File: src/rtl/sqgenPkg.sv
package sqgenPkg;

  // Strobes from the control FSM to the datapath; at most one is set per cycle.
  typedef struct packed {
    logic clear;      // stop: pin low, counter and word cleared
    logic loadWord;   // start a new word with its top byte, pin high
    logic loadNext;   // move to the next byte of the held word, toggle pin
    logic countDown;  // current level still running
  } sqgenStrobes_t;

endpackage

File: src/rtl/wordFifo.sv
module wordFifo #(
  parameter int WIDTH = 32,
  parameter int DEPTH = 8
) (
  input  logic             clk,
  input  logic             rstN,
  input  logic             pushValid,
  input  logic [WIDTH-1:0] pushData,
  output logic             pushReady,
  input  logic             pop,
  output logic [WIDTH-1:0] headData,
  output logic             empty
);

  localparam int PTR_W = (DEPTH > 1) ? $clog2(DEPTH) : 1;
  localparam int CNT_W = $clog2(DEPTH + 1);
  localparam logic [PTR_W-1:0] LAST_PTR = PTR_W'(DEPTH - 1);
  localparam logic [CNT_W-1:0] FULL_CNT = CNT_W'(DEPTH);

  logic [WIDTH-1:0] mem [DEPTH];
  logic [PTR_W-1:0] wrPtr;
  logic [PTR_W-1:0] rdPtr;
  logic [CNT_W-1:0] count;
  logic             doPush;
  logic             doPop;

  assign pushReady = (count != FULL_CNT);
  assign empty     = (count == '0);
  assign doPush    = pushValid && pushReady;
  assign doPop     = pop && !empty;
  assign headData  = mem[rdPtr];

  always_ff @(posedge clk or negedge rstN) begin
    if (!rstN) begin
      wrPtr <= '0;
      rdPtr <= '0;
      count <= '0;
    end else begin
      if (doPush) begin
        wrPtr <= (wrPtr == LAST_PTR) ? '0 : wrPtr + 1'b1;
      end
      if (doPop) begin
        rdPtr <= (rdPtr == LAST_PTR) ? '0 : rdPtr + 1'b1;
      end
      case ({doPush, doPop})
        2'b10:   count <= count + 1'b1;
        2'b01:   count <= count - 1'b1;
        default: count <= count;
      endcase
    end
  end

  always_ff @(posedge clk) begin
    if (doPush) begin
      mem[wrPtr] <= pushData;
    end
  end

endmodule

File: src/rtl/sqgenCtrl.sv
module sqgenCtrl
  import sqgenPkg::*;
#(
  parameter int BYTES_PER_WORD = 4
) (
  input  logic          clk,
  input  logic          rstN,
  input  logic          enable,
  input  logic          levelDone,
  input  logic          fifoEmpty,
  output sqgenStrobes_t strobes,
  output logic          fifoPop,
  output logic          underrun
);

  localparam int IDX_W = (BYTES_PER_WORD > 1) ? $clog2(BYTES_PER_WORD) : 1;
  localparam logic [IDX_W-1:0] LAST_IDX = IDX_W'(BYTES_PER_WORD - 1);

  typedef enum logic [1:0] {
    ST_IDLE,
    ST_RUN,
    ST_STALL
  } ctrlState_t;

  ctrlState_t state;
  ctrlState_t nextState;
  logic [IDX_W-1:0] byteIdx;

  always_comb begin
    strobes   = '0;
    fifoPop   = 1'b0;
    nextState = state;
    if (!enable) begin
      strobes.clear = 1'b1;
      nextState     = ST_IDLE;
    end else begin
      case (state)
        ST_IDLE, ST_STALL: begin
          if (!fifoEmpty) begin
            strobes.loadWord = 1'b1;
            fifoPop          = 1'b1;
            nextState        = ST_RUN;
          end
        end
        ST_RUN: begin
          if (!levelDone) begin
            strobes.countDown = 1'b1;
          end else if (byteIdx != LAST_IDX) begin
            strobes.loadNext = 1'b1;
          end else if (!fifoEmpty) begin
            strobes.loadWord = 1'b1;
            fifoPop          = 1'b1;
          end else begin
            nextState = ST_STALL;
          end
        end
        default: nextState = ST_IDLE;
      endcase
    end
  end

  always_ff @(posedge clk or negedge rstN) begin
    if (!rstN) begin
      state   <= ST_IDLE;
      byteIdx <= '0;
    end else begin
      state <= nextState;
      if (strobes.clear || strobes.loadWord) begin
        byteIdx <= '0;
      end else if (strobes.loadNext) begin
        byteIdx <= byteIdx + 1'b1;
      end
    end
  end

  assign underrun = (state == ST_STALL);

endmodule

File: src/rtl/sqgenDatapath.sv
module sqgenDatapath
  import sqgenPkg::*;
#(
  parameter int COUNT_W        = 8,
  parameter int BYTES_PER_WORD = 4,
  parameter int OVERHEAD       = 5
) (
  input  logic                                clk,
  input  logic                                rstN,
  input  sqgenStrobes_t                       strobes,
  input  logic [COUNT_W*BYTES_PER_WORD-1:0]   headWord,
  output logic                                pinOut,
  output logic                                levelDone
);

  localparam int WORD_W = COUNT_W * BYTES_PER_WORD;
  localparam int CTR_W  = $clog2((2 ** COUNT_W) + OVERHEAD);
  localparam logic [CTR_W-1:0] LOAD_BIAS = CTR_W'(OVERHEAD - 1);

  logic [WORD_W-1:0] shiftReg;
  logic [CTR_W-1:0]  counter;
  logic [COUNT_W-1:0] headTop;
  logic [COUNT_W-1:0] heldTop;

  assign headTop   = headWord[WORD_W-1 -: COUNT_W];
  assign heldTop   = shiftReg[WORD_W-1 -: COUNT_W];
  assign levelDone = (counter == '0);

  function automatic logic [CTR_W-1:0] levelLoad(input logic [COUNT_W-1:0] cnt);
    return {{(CTR_W - COUNT_W){1'b0}}, cnt} + LOAD_BIAS;
  endfunction

  always_ff @(posedge clk or negedge rstN) begin
    if (!rstN) begin
      shiftReg <= '0;
      counter  <= '0;
      pinOut   <= 1'b0;
    end else if (strobes.clear) begin
      shiftReg <= '0;
      counter  <= '0;
      pinOut   <= 1'b0;
    end else if (strobes.loadWord) begin
      shiftReg <= headWord << COUNT_W;
      counter  <= levelLoad(headTop);
      pinOut   <= 1'b1;
    end else if (strobes.loadNext) begin
      shiftReg <= shiftReg << COUNT_W;
      counter  <= levelLoad(heldTop);
      pinOut   <= ~pinOut;
    end else if (strobes.countDown) begin
      counter <= counter - 1'b1;
    end
  end

endmodule

File: src/rtl/byteTimedSquareGen.sv
module byteTimedSquareGen
  import sqgenPkg::*;
#(
  parameter int COUNT_W        = 8,
  parameter int BYTES_PER_WORD = 4,
  parameter int FIFO_DEPTH     = 8,
  parameter int OVERHEAD       = 5
) (
  input  logic                              clk,
  input  logic                              rstN,
  input  logic                              enable,
  input  logic                              inValid,
  input  logic [COUNT_W*BYTES_PER_WORD-1:0] inData,
  output logic                              inReady,
  output logic                              pinOut,
  output logic                              underrun
);

  localparam int WORD_W = COUNT_W * BYTES_PER_WORD;

  sqgenStrobes_t     strobes;
  logic              fifoPop;
  logic              fifoEmpty;
  logic              levelDone;
  logic [WORD_W-1:0] headWord;

  wordFifo #(
    .WIDTH (WORD_W),
    .DEPTH (FIFO_DEPTH)
  ) u_fifo (
    .clk       (clk),
    .rstN      (rstN),
    .pushValid (inValid),
    .pushData  (inData),
    .pushReady (inReady),
    .pop       (fifoPop),
    .headData  (headWord),
    .empty     (fifoEmpty)
  );

  sqgenCtrl #(
    .BYTES_PER_WORD (BYTES_PER_WORD)
  ) u_ctrl (
    .clk       (clk),
    .rstN      (rstN),
    .enable    (enable),
    .levelDone (levelDone),
    .fifoEmpty (fifoEmpty),
    .strobes   (strobes),
    .fifoPop   (fifoPop),
    .underrun  (underrun)
  );

  sqgenDatapath #(
    .COUNT_W        (COUNT_W),
    .BYTES_PER_WORD (BYTES_PER_WORD),
    .OVERHEAD       (OVERHEAD)
  ) u_dp (
    .clk       (clk),
    .rstN      (rstN),
    .strobes   (strobes),
    .headWord  (headWord),
    .pinOut    (pinOut),
    .levelDone (levelDone)
  );

endmodule

File: config.mk
export PLATFORM = sky130hd
export DESIGN_NAME = byteTimedSquareGen
export DESIGN_NICKNAME = d
export VERILOG_FILES = /design/src/rtl/sqgenPkg.sv /design/src/rtl/wordFifo.sv /design/src/rtl/sqgenCtrl.sv /design/src/rtl/sqgenDatapath.sv /design/src/rtl/byteTimedSquareGen.sv
export SDC_FILE = /design/constraint.sdc
export NUM_CORES = 1
export LEC_CHECK = 0
export BUFFER_PORTS_ARGS = -buffer_cell sky130_fd_sc_hd__buf_2
export CAP_MARGIN = 5
export CORE_MARGIN = 4
export CORE_UTILIZATION = 62
export CTS_CLUSTER_SIZE = 30
export DETAILED_ROUTE_END_ITERATION = 6
export GPL_TIMING_DRIVEN = 1
export PLACE_DENSITY = 0.85
export SYNTH_ARGS = -nofsm -noshare
export SYNTH_HDL_FRONTEND = slang
export SYNTH_SLANG_ARGS = --single-unit
File: constraint.sdc
create_clock -name clk -period 5.9 [get_ports clk]
set_input_delay 1.18 -clock clk [delete_from_list [all_inputs] [get_ports clk]]
set_output_delay 1.18 -clock clk [all_outputs]
set_load 0.02 [all_outputs]
======== Word level (Yosys, flattened, before mapping) ========
Memories as Yosys holds them, arrays and structs flattened.
Index checks and enable logic that the tools add are counted.
storage, ports and cells
  memories ................................ 1
  register bits after elaboration ......... 56
  RAM bits ................................ 256
  logic and storage cells ................. 78
  output and inout port bits .............. 3
operators by class
  add/sub/neg operators ................... 8
  mux-type cells .......................... 35
  equal/unequal tests ..................... 14
  reduce and logical (&&, ||, !) cells .... 11
  bitwise logic cells ..................... 1
memory list
  name        words  bits a word  rd ports  clocked after memory_dff  write ports  line            text
  u_fifo.mem  8      32           1         0                         1            wordFifo.sv:20  logic [WIDTH-1:0] mem [DEPTH];
operators by type and width
  cell                   count
  $mux W32               3
  $mux W9                4
  $add A8 B3 Y9 const B  2
  $mux W2                9
  $mux W1                12
  $logic_not A9 Y1       1
  $mux W3                3
  $sub A9 B1 Y9 const B  1
  $pmux W4 S2            1
  $add A3 B1 Y3 const B  2
  $eq A3 B3 Y1 const B   2
  $ne A3 B2 Y1 const B   2
  $ne A3 B3 Y1 const B   2
  $add A4 B1 Y4 const B  1
  $eq A2 B1 Y1 const B   2
  $eq A2 B2 Y1 const B   2
  $logic_not A4 Y1       1
  $ne A4 B1 Y1 const B   1
  $ne A4 B4 Y1 const B   1
  $pmux W1 S2            2
  $pmux W2 S2            1
  $reduce_and A4 Y1      1
  $reduce_bool A2 Y1     2
  $sub A4 B1 Y4 const B  1
  other kinds (9)        10

======== Longest topological paths before layout ========
Gate-level depths: netlist of run 1.
  depth after elaboration ................. 10
  gate-level depth with buffers ........... 15

======== Modules after synthesis ========
From an unflattened synthesis of run 1, not the netlist that was laid out.
unflattened totals
  cells, all modules ...................... 686
  area total of the unflattened synthesis .. 12578.3 um2
modules (own cells, without submodules)
  module         cells an instance  seq. area each (um2)  area an instance (um2)  times used
  wordFifo       436                7937.6                10291.1                 1
  sqgenDatapath  223                850.8                 2024.4                  1
  sqgenCtrl      27                 100.1                 262.8                   1

======== Worst setup path after synthesis of run 1 ========
OpenSTA, ideal clock, no wires.
  path type ............................... input to register
  from .................................... input port inValid
  to ...................................... memory u_fifo.mem[0][0], enable pin
  path buffers ............................ 0
  setup time .............................. 0.502 ns
  arrival ................................. 4.463 ns
  setup slack ............................. 0.935 ns
  data required time ...................... 5.398 ns
  cell stages on the path ................. 2
  cells stage by stage .................... nand2_1 -> nor4_1
between the ends
  word-level cells in the longest chain between the ends .. 3
ends and longest elaborated chain
  item                           line                      text
  start: declaration             byteTimedSquareGen.sv:12  input logic inValid,
  $logic_and A1 B1 Y1            wordFifo.sv:29            assign doPush = pushValid && pushReady;
  $mux W1                        wordFifo.sv:54            if (doPush) begin
  $mux W1 (implied by the code)  wordFifo.sv:55            mem[wrPtr] <= pushData;
  end: declaration               wordFifo.sv:20
Every way passes these cells.

======== Worst setup path after layout of run 1 ========
  from .................................... register u_dp.counter[4]
  to ...................................... register u_fifo.count[3]
between the ends
  word-level cells in the longest chain between the ends .. 7
ends and longest elaborated chain
  item                                                      line                 text
  start: declaration                                        sqgenDatapath.sv:21  logic [CTR_W-1:0] counter;
  start signal: assignment                                  sqgenDatapath.sv:44  counter <= levelLoad(headTop);
  start signal: assignment                                  sqgenDatapath.sv:48  counter <= levelLoad(heldTop);
  start signal: assignment                                  sqgenDatapath.sv:51  counter <= counter - 1'b1;
  $logic_not A9 Y1 *                                        sqgenDatapath.sv:27  assign levelDone = (counter == '0);
  $mux W1 *                                                 sqgenCtrl.sv:46      if (!levelDone) begin
  $pmux W1 S2 *                                             sqgenCtrl.sv:37      case (state)
  $mux W1 *                                                 sqgenCtrl.sv:33      if (!enable) begin
  $logic_and A1 B1 Y1 *                                     wordFifo.sv:30       assign doPop = pop && !empty;
  named net u_fifo.doPop                                    wordFifo.sv:25       logic doPop;
  $eq A2 B1 Y1 / $eq A2 B2 Y1 (equally long branches)       wordFifo.sv:45       case ({doPush, doPop})
  $pmux W4 S2 / $reduce_bool A2 Y1 (equally long branches)  --
  end signal: assignment                                    wordFifo.sv:46       2'b10: count <= count + 1'b1;
  end signal: assignment                                    wordFifo.sv:47       2'b01: count <= count - 1'b1;
  end signal: assignment                                    wordFifo.sv:48       default: count <= count;
  end: declaration                                          wordFifo.sv:23       logic [CNT_W-1:0] count;
The timed path passes the listed nets; every way through them passes the cells marked *.
A chain may end at the register's enable or synchronous reset.

==> results.md, run 1 <==
* Yosys Warn Count at 0
* DIE AREA at 0.02229 mm^2
* Maximum buffer depth of the clock tree at 3
* Slowest Stage Delay on Critical Path at 790 ps
* Max-slew headroom at 26.54%
* Initial DRC count at 700
* Final Hold Fails at 0
* Synth area leaders: edfxtp_1 (62%), mux4_2 (12%), dfrtp_1 (9.7%)
* Post-synth EDFFs at 256
* RSZ-0062 raised after global routing: no
* Post-synth top area share at 62.10%
* Gate power share at 28.1%
* Least-Margin Pin Slew at 1102 ps
* Starting Density at 63.40%
* Initial antenna violation count at 0
* Setup TNS at 0 ps
* Die Y at 149.3 um
* Synth Area in Compound Gates at 4.983%
* Clock buffer count from CTS at 29
* Max-cap violation count at 0
* Vias per cell at 6.557
* Placed cells at 944
* Leak at 4.708 nW
* Cells along the critical path: nor4_2 -> a41oi_2 -> nor2_2 -> nand2_1 -> inv_1 -> ha_1 -> mux2i_1 -> a221oi_1 -> a211oi_1 -> xor2_1
* ANT nets after route at 0
* Net count, final at 758
* Setup Buffers After CTS at 0
* Gr busiest metal: met2
* Hold WC Path Type: flop to flop
* Reg2reg setup slack at 2270 ps
* Gr usage total at 23.14%
* Clock transition at path regs at 60 ps
* Met2 Usage GRT at 38.56%
* Cell taking the most area after synthesis: edfxtp_1
* Main combinational cell family by area after synthesis: multiplexers
* Mapped Nets at 710
* Net Sw Frac at 31.30%
* Placer Congestion at 0.8937
* Min-delay src: u_dp.shiftReg[9]$_DFFE_PN0P_
* Switch Pwr at 2.133 mW
* Adder-Cell Fraction of Synth Area at 1.213%
* Worst setup endpoint: u_fifo.count[3]$_DFFE_PN0P_
* Top cells by count, synth: edfxtp_1 (256), mux4_2 (64), dfrtp_1 (48)
* Layout area overhead at 11.38%
* Post-synthesis sequential area ratio at 71.80%
* VDD IR max at 0.2727 mV
* Pint at 4.680 mW
* Met3 usage at 3.889%
* Max frequency at 0.2757 GHz
* Dpl hpwl at 13.89 mm
* Synth Flop Type: edfxtp_1
* Drt total wl at 25.12 mm
* Final period utilization at 61.48%
* CP max FO at 14
* Worst setup path start: u_dp.counter[4]$_DFFE_PN0P_
* # rows at 51
* H-tree levels at 1
* Clock sink total at 304
* DR vias at 6531
* TritonCTS clock tree: built
* CP Launch Type: flop
* Power per cell area at 494.1 mW/mm^2
* Top-count cell post-synth: edfxtp_1
* Reg2reg path depth at 10
* Filler cells at 1155
* Mapped cell area at 0.01238 mm^2
* Mean Syn Cell Area at 18.70 um^2
* WL/cell at 25.22 um
* Ant diodes at 0
* Die Wd at 149.3 um
* Final non-filler cell total at 996
* Post-Synth Simple-Gate Area at 4.518%
* Synth unique cells at 52
* Async SR Flop Fraction at 15.79%
* # setup viols final at 0
* DP Area at 0.01286 mm^2
* # hold bufs at CTS at 0
* Slowest CP cell: nor4_2
* Met1 Usage GRT at 31.94%
* Seq pwr share at 45.5%
* Port bufs at 38
* FF-to-FF End: u_fifo.count[3]$_DFFE_PN0P_
* Critical R2R Launch: u_dp.counter[4]$_DFFE_PN0P_
* Vias in the first global route at 6753
* Total I/O pin count at 39
* Largest net degree at the start of global routing at 49
* Mapped Cells at 662
* Worst-skew pair later-pin latency at 540 ps
* Total Power at 6.813 mW
* TritonRoute pass-1 iters at 6
* First-pass GRT wire length at 39.07 mm
* CTS Root Cell: clkbuf_16
* PostCTS Resize Cnt at 0
* Slew Limit Fails at 0
* Critical Path RT at 6360 ps
* Critical path type: flop to flop
* Design Area, Final at 0.01379 mm^2
* Fin Clk Skew at 16.60 ps
* Synth Register Bits at 304
* Post-synthesis xor/xnor area fraction at 1.273%
* Worst EP arrival at 4090 ps
* Mux share of post-synthesis cell area at 14.31%
* Grt total ovfl at 0
* Share of layout cells above drive strength 1 at 25.85%
* CP Capture Type: flop
* Core area at 0.01953 mm^2
* DRC Markers at 0
* Clock power share at 26.3%
* Outcome: finished clean
* Tmin final at 3627 ps
==> flip-flops by register name, summed over array words and instances (netlist names) <==
| name | flops |
|---|---|
| u_fifo.wrPtr | 3 |
| u_dp.shiftReg | 24 |
| u_ctrl.state | 2 |
| u_ctrl.byteIdx | 2 |
| u_dp.counter | 9 |
| u_fifo.rdPtr | 3 |
| u_fifo.count | 4 |
| u_fifo.mem | 256 |
| u_dp.pinOut | 1 |
==> through the flow <==
step / setup slack (ps) / util, % / hold slack, ps
after floorplan: 935.0 / - / 456.0
after global placement: 2622 / 65.84 / 486.4
after detailed placement: 2366 / 65.84 / 482.9
after CTS: 2355 / 70.61 / 496.6
after global routing: 2085 / 70.61 / 534.5
final: 2273 / 70.61 / 502.5
==> critical path, delay by kind of cell, from the launching register on <==
family,cells,cell delay [ps]
and+or+nand+nor,3,1540
AOI/OAI and AO/OA,3,710
DFF,1,430
adders and majority gates,1,250
muxes,1,250
buffers and inverters,1,190
xor gates and xnor gates,1,180
==> cell usage in the layout (no fill, tap or decap), types with 4 or more instances in the layout <==
master	n
mux2i_1	20
nand3_1	8
edfxtp_1	256
dfrtp_1	45
clkbuf_8	5
buf_2	38
o2bb2ai_1	13
clkinv_2	6
nor2b_1	16
a311oi_1	16
a21oi_1	9
nor3_1	6
clkinv_1	6
nor3_2	4
a211oi_1	18
nor2_1	12
nand2b_1	4
inv_1	11
ha_1	12
xor2_1	11
mux2_2	9
xnor2_1	7
nand2_1	44
mux4_2	64
buf_4	12
clkbuf_16	29
==> power groups by stage <==
stage	Sequential [mW]	Combinational, mW	Clock [mW]
after floorplan	2.92	1.57	0
after global placement	3.10	1.81	0
after detailed placement	3.14	1.88	0
after CTS	3.10	1.92	1.82
after global routing	3.15	2.06	1.91
final	3.10	1.92	1.79
==> metal layers <==
layer  vias up  share of wire [%]
met5         -                  0
met4         0                3.2
met3        55                7.0
met2       315                 51
met1      3387                 39
li1       2774                  -
==> worst min path at each step <==
stage                                     to  depth (start not counted)
6_report        u_dp.shiftReg[9]$_DFFE_PN0P_                          1
5_1_grt        u_dp.shiftReg[11]$_DFFE_PN0P_                          1
4_1_cts         u_dp.shiftReg[9]$_DFFE_PN0P_                          1
3_5_place_dp    u_dp.shiftReg[9]$_DFFE_PN0P_                          1
3_3_place_gp   u_dp.shiftReg[11]$_DFFE_PN0P_                          1
2_1_floorplan  u_dp.shiftReg[10]$_DFFE_PN0P_                          1
==> area by class of cell <==
type,count,area [um^2],area share [%]
timing repair buffer,50,280.3,2.033
tap,265,331.6,2.405
clock inverter,15,126.4,0.9165
multi-input combinational,313,3304,23.97
sequential,304,8895,64.51
clock buffer,37,805.8,5.844
inverter,12,45.04,0.3267
==> logic make-up after synthesis <==
family / count (synthesis)
and+or+nand+nor: 111
buffers and inverters: 45
xor gates and xnor gates: 18
AOI/OAI and AO/OA: 77
DFF: 304
adders and majority gates: 12
muxes: 95
Note: power is estimated with default switching activity, not from simulation.
==> run 2: changes to the inputs <==
clock period = 3.75 ns   (was 5.9 ns; I/O delays follow)
==> run 2 against run 1 <==
Sequential cell count unchanged. Worst setup slack worse by 1600 ps. Sequential share of layout area shrank 0.26 points. Die area is the same. Global-route usage is 1.7 points higher. Wire length up 5.3%. Cell area is 0.41% higher. Critical path depth is 2 lower. Fmax grew 18%. Total power grew 59%. Largest power group unchanged. Highest routed layer unchanged.
==> results.md, run 2 (synthesized netlist as in run 1, its figures left out) <==
* Outcome: finished clean
* Multi-input logic area at 0.003313 mm^2 (+0.27%)
* RSZ-0062 raised after global routing: no
* FF-to-FF End: u_dp.shiftReg[24]$_DFFE_PN0P_
* Starting Density at 63.40% (unchanged)
* Placed cells at 950 (+0.64%)
* VDD IR max at 0.4519 mV (+66%)
* Power per cell area at 784.1 mW/mm^2 (+59%)
* Total I/O pin count at 39 (unchanged)
* WL/cell at 26.42 um (+4.8%)
* Vias per cell at 6.618 (+0.93%)
* Reg2reg setup slack at 670 ps (-1600 ps)
* Worst EP arrival at 3460 ps (-630 ps)
* Hold slack at 390.3 ps (-112.2 ps)
* Final non-filler cell total at 1001 (+0.50%)
* First-pass GRT wire length at 41.28 mm (+5.7%)
* Most frequent cells in the layout: edfxtp_1 (256), mux4_2 (64), dfrtp_1 (45)
* Reg2reg path depth at 8 (-2)
* Die Y at 149.3 um (unchanged)
* Critical path type: flop to flop
* Initial DRC count at 844 (+21%)
* # setup viols final at 0 (unchanged)
* Clock sink total at 304 (unchanged)
* Maximum buffer depth of the clock tree at 3 (unchanged)
* Max-slew headroom at 29.61% (+3.1 points)
* # rows at 51 (unchanged)
* CP Launch Type: flop
* Slew Limit Fails at 0 (unchanged)
* Gr busiest metal: met2
* Least-Margin Pin Slew at 1056 ps (-46.05 ps)
* Share of layout cells above drive strength 1 at 25.82% (-0.040 points)
* Core area at 0.01953 mm^2 (unchanged)
* Top Registers: u_fifo.mem (256), u_dp.shiftReg (24), u_dp.counter (9)
* Port bufs at 38 (unchanged)
* Dpl hpwl at 14.29 mm (+2.9%)
* Largest net degree at the start of global routing at 51 (+4.1%)
* Final Hold Fails at 0 (unchanged)
* Tmin final at 3077 ps (-549.9 ps)
* Hold WC Path Type: input pin to asynchronous set/reset pin
* Met3 usage at 4.679% (+0.79 points)
* TritonRoute pass-1 iters at 5 (-1)
* Register area at 0.008895 mm^2 (unchanged)
* Placer Congestion at 0.8841 (-1.1%)
* DIE AREA at 0.02229 mm^2 (unchanged)
* Setup Buffers After CTS at 0 (unchanged)
* Max frequency at 0.3250 GHz (+18%)
* Critical R2R Launch: u_dp.counter[0]$_DFFE_PN0P_
* DR vias at 6625 (+1.4%)
* Critical Path RT at 4130 ps (-2230 ps)
* Fin Clk Skew at 11.48 ps (-5.113 ps)
* Final period utilization at 82.06% (+21 points)
* Max-cap violation count at 0 (unchanged)
* Met2 Usage GRT at 39.10% (+0.54 points)
* Ant diodes at 0 (unchanged)
* Gr usage total at 24.81% (+1.7 points)
* CTS Root Cell: clkbuf_16
* PostCTS Resize Cnt at 0 (unchanged)
* Commonest non-fill, non-tap cell in the layout: edfxtp_1
* Met1 Usage GRT at 34.13% (+2.2 points)
* H-tree levels at 1 (unchanged)
* Clock transition at path regs at 70 ps (about the same)
* Max reg flops at 256 (unchanged)
* Die Wd at 149.3 um (unchanged)
* Grt total ovfl at 0 (unchanged)
* Initial antenna violation count at 0 (unchanged)
* # hold bufs at CTS at 0 (unchanged)
* Clock buffer count from CTS at 29 (unchanged)
* Leak at 4.725 nW (+0.34%)
* Net count, final at 764 (+0.79%)
* ANT nets after route at 0 (unchanged)
* CP max FO at 21 (+7)
* Filler cells at 1109 (-4.0%)
* Drt total wl at 26.44 mm (+5.3%)
* Most flops, register: u_fifo.mem
* Layout area overhead at 11.84%
* Worst-skew pair later-pin latency at 540 ps (about the same)
* Vias in the first global route at 6934 (+2.7%)
* CP Capture Type: flop
* DRC Markers at 0 (unchanged)
* TritonCTS clock tree: built
==> run 2: cell type report <==
| class | count | area share, % |
|---|---|---|
| flip-flops and latches | 304 | 64.25 |
| multi-input cells | 313 | 23.93 |
| clock buffers | 38 | 5.486 |
| well taps | 265 | 2.395 |
| repair buffers | 56 | 2.350 |
| clock inverters | 13 | 1.265 |
| inverters | 12 | 0.3254 |
==> run 2: per-layer routing <==
metal | vias up | wire length [um] | share of wire (%)
met5 | - | 0 | 0
met4 | 0 | 1357 | 5.1
met3 | 96 | 1939 | 7.3
met2 | 360 | 13110 | 50
met1 | 3396 | 10040 | 38
li1 | 2773 | - | -
==> run 2: worst max-delay path by stage <==
stage / startpoint / to / slack (ps) / cells past startpoint
floorplan: u_fifo.count[1]$_DFFE_PN0P_ / u_fifo.mem[4][0]$_DFFE_PP_ / -80 / 5
global placement: u_dp.counter[0]$_DFFE_PN0P_ / u_dp.shiftReg[23]$_DFFE_PN0P_ / 890 / 8
detailed placement: u_dp.counter[0]$_DFFE_PN0P_ / u_dp.shiftReg[20]$_DFFE_PN0P_ / 760 / 8
CTS: u_dp.counter[0]$_DFFE_PN0P_ / u_dp.shiftReg[24]$_DFFE_PN0P_ / 680 / 8
global route: u_dp.counter[0]$_DFFE_PN0P_ / u_fifo.count[2]$_DFFE_PN0P_ / 460 / 14
finish: u_dp.counter[0]$_DFFE_PN0P_ / u_dp.shiftReg[24]$_DFFE_PN0P_ / 670 / 8
==> run 2: power breakdown <==
part           total [mW]  internal, mW  switching (mW)
Combinational        3.04          1.45            1.59
Clock                2.89          1.70            1.19
Sequential           4.93          4.31           0.619
Total                10.9          7.45            3.40
==> run 2: metrics by stage <==
stage | setup WS [ps] | cell area, um^2 | TNS [ps] | total power, mW | util (%)
6_report | 672.6 | 13840 | 0 | 10.86 | 70.90
3_5_place_dp | 764.4 | 12910 | 0 | 7.932 | 66.12
3_3_place_gp | 887.1 | 12910 | 0 | 7.768 | 66.12
4_1_cts | 679.5 | 13840 | 0 | 10.89 | 70.90
2_1_floorplan | -77.21 | 12390 | -7412 | 7.068 | -
5_1_grt | 455.2 | 13840 | 0 | 11.37 | 70.90
==> run 2: critical path: stages (launching register included) <==
cell      delay [ps]
dfrtp_1          410
inv_1             90
ha_1             230
nor4b_4          160
a41oi_2          300
or2_1            790
buf_4            390
a211oi_1          90
a311oi_1         460
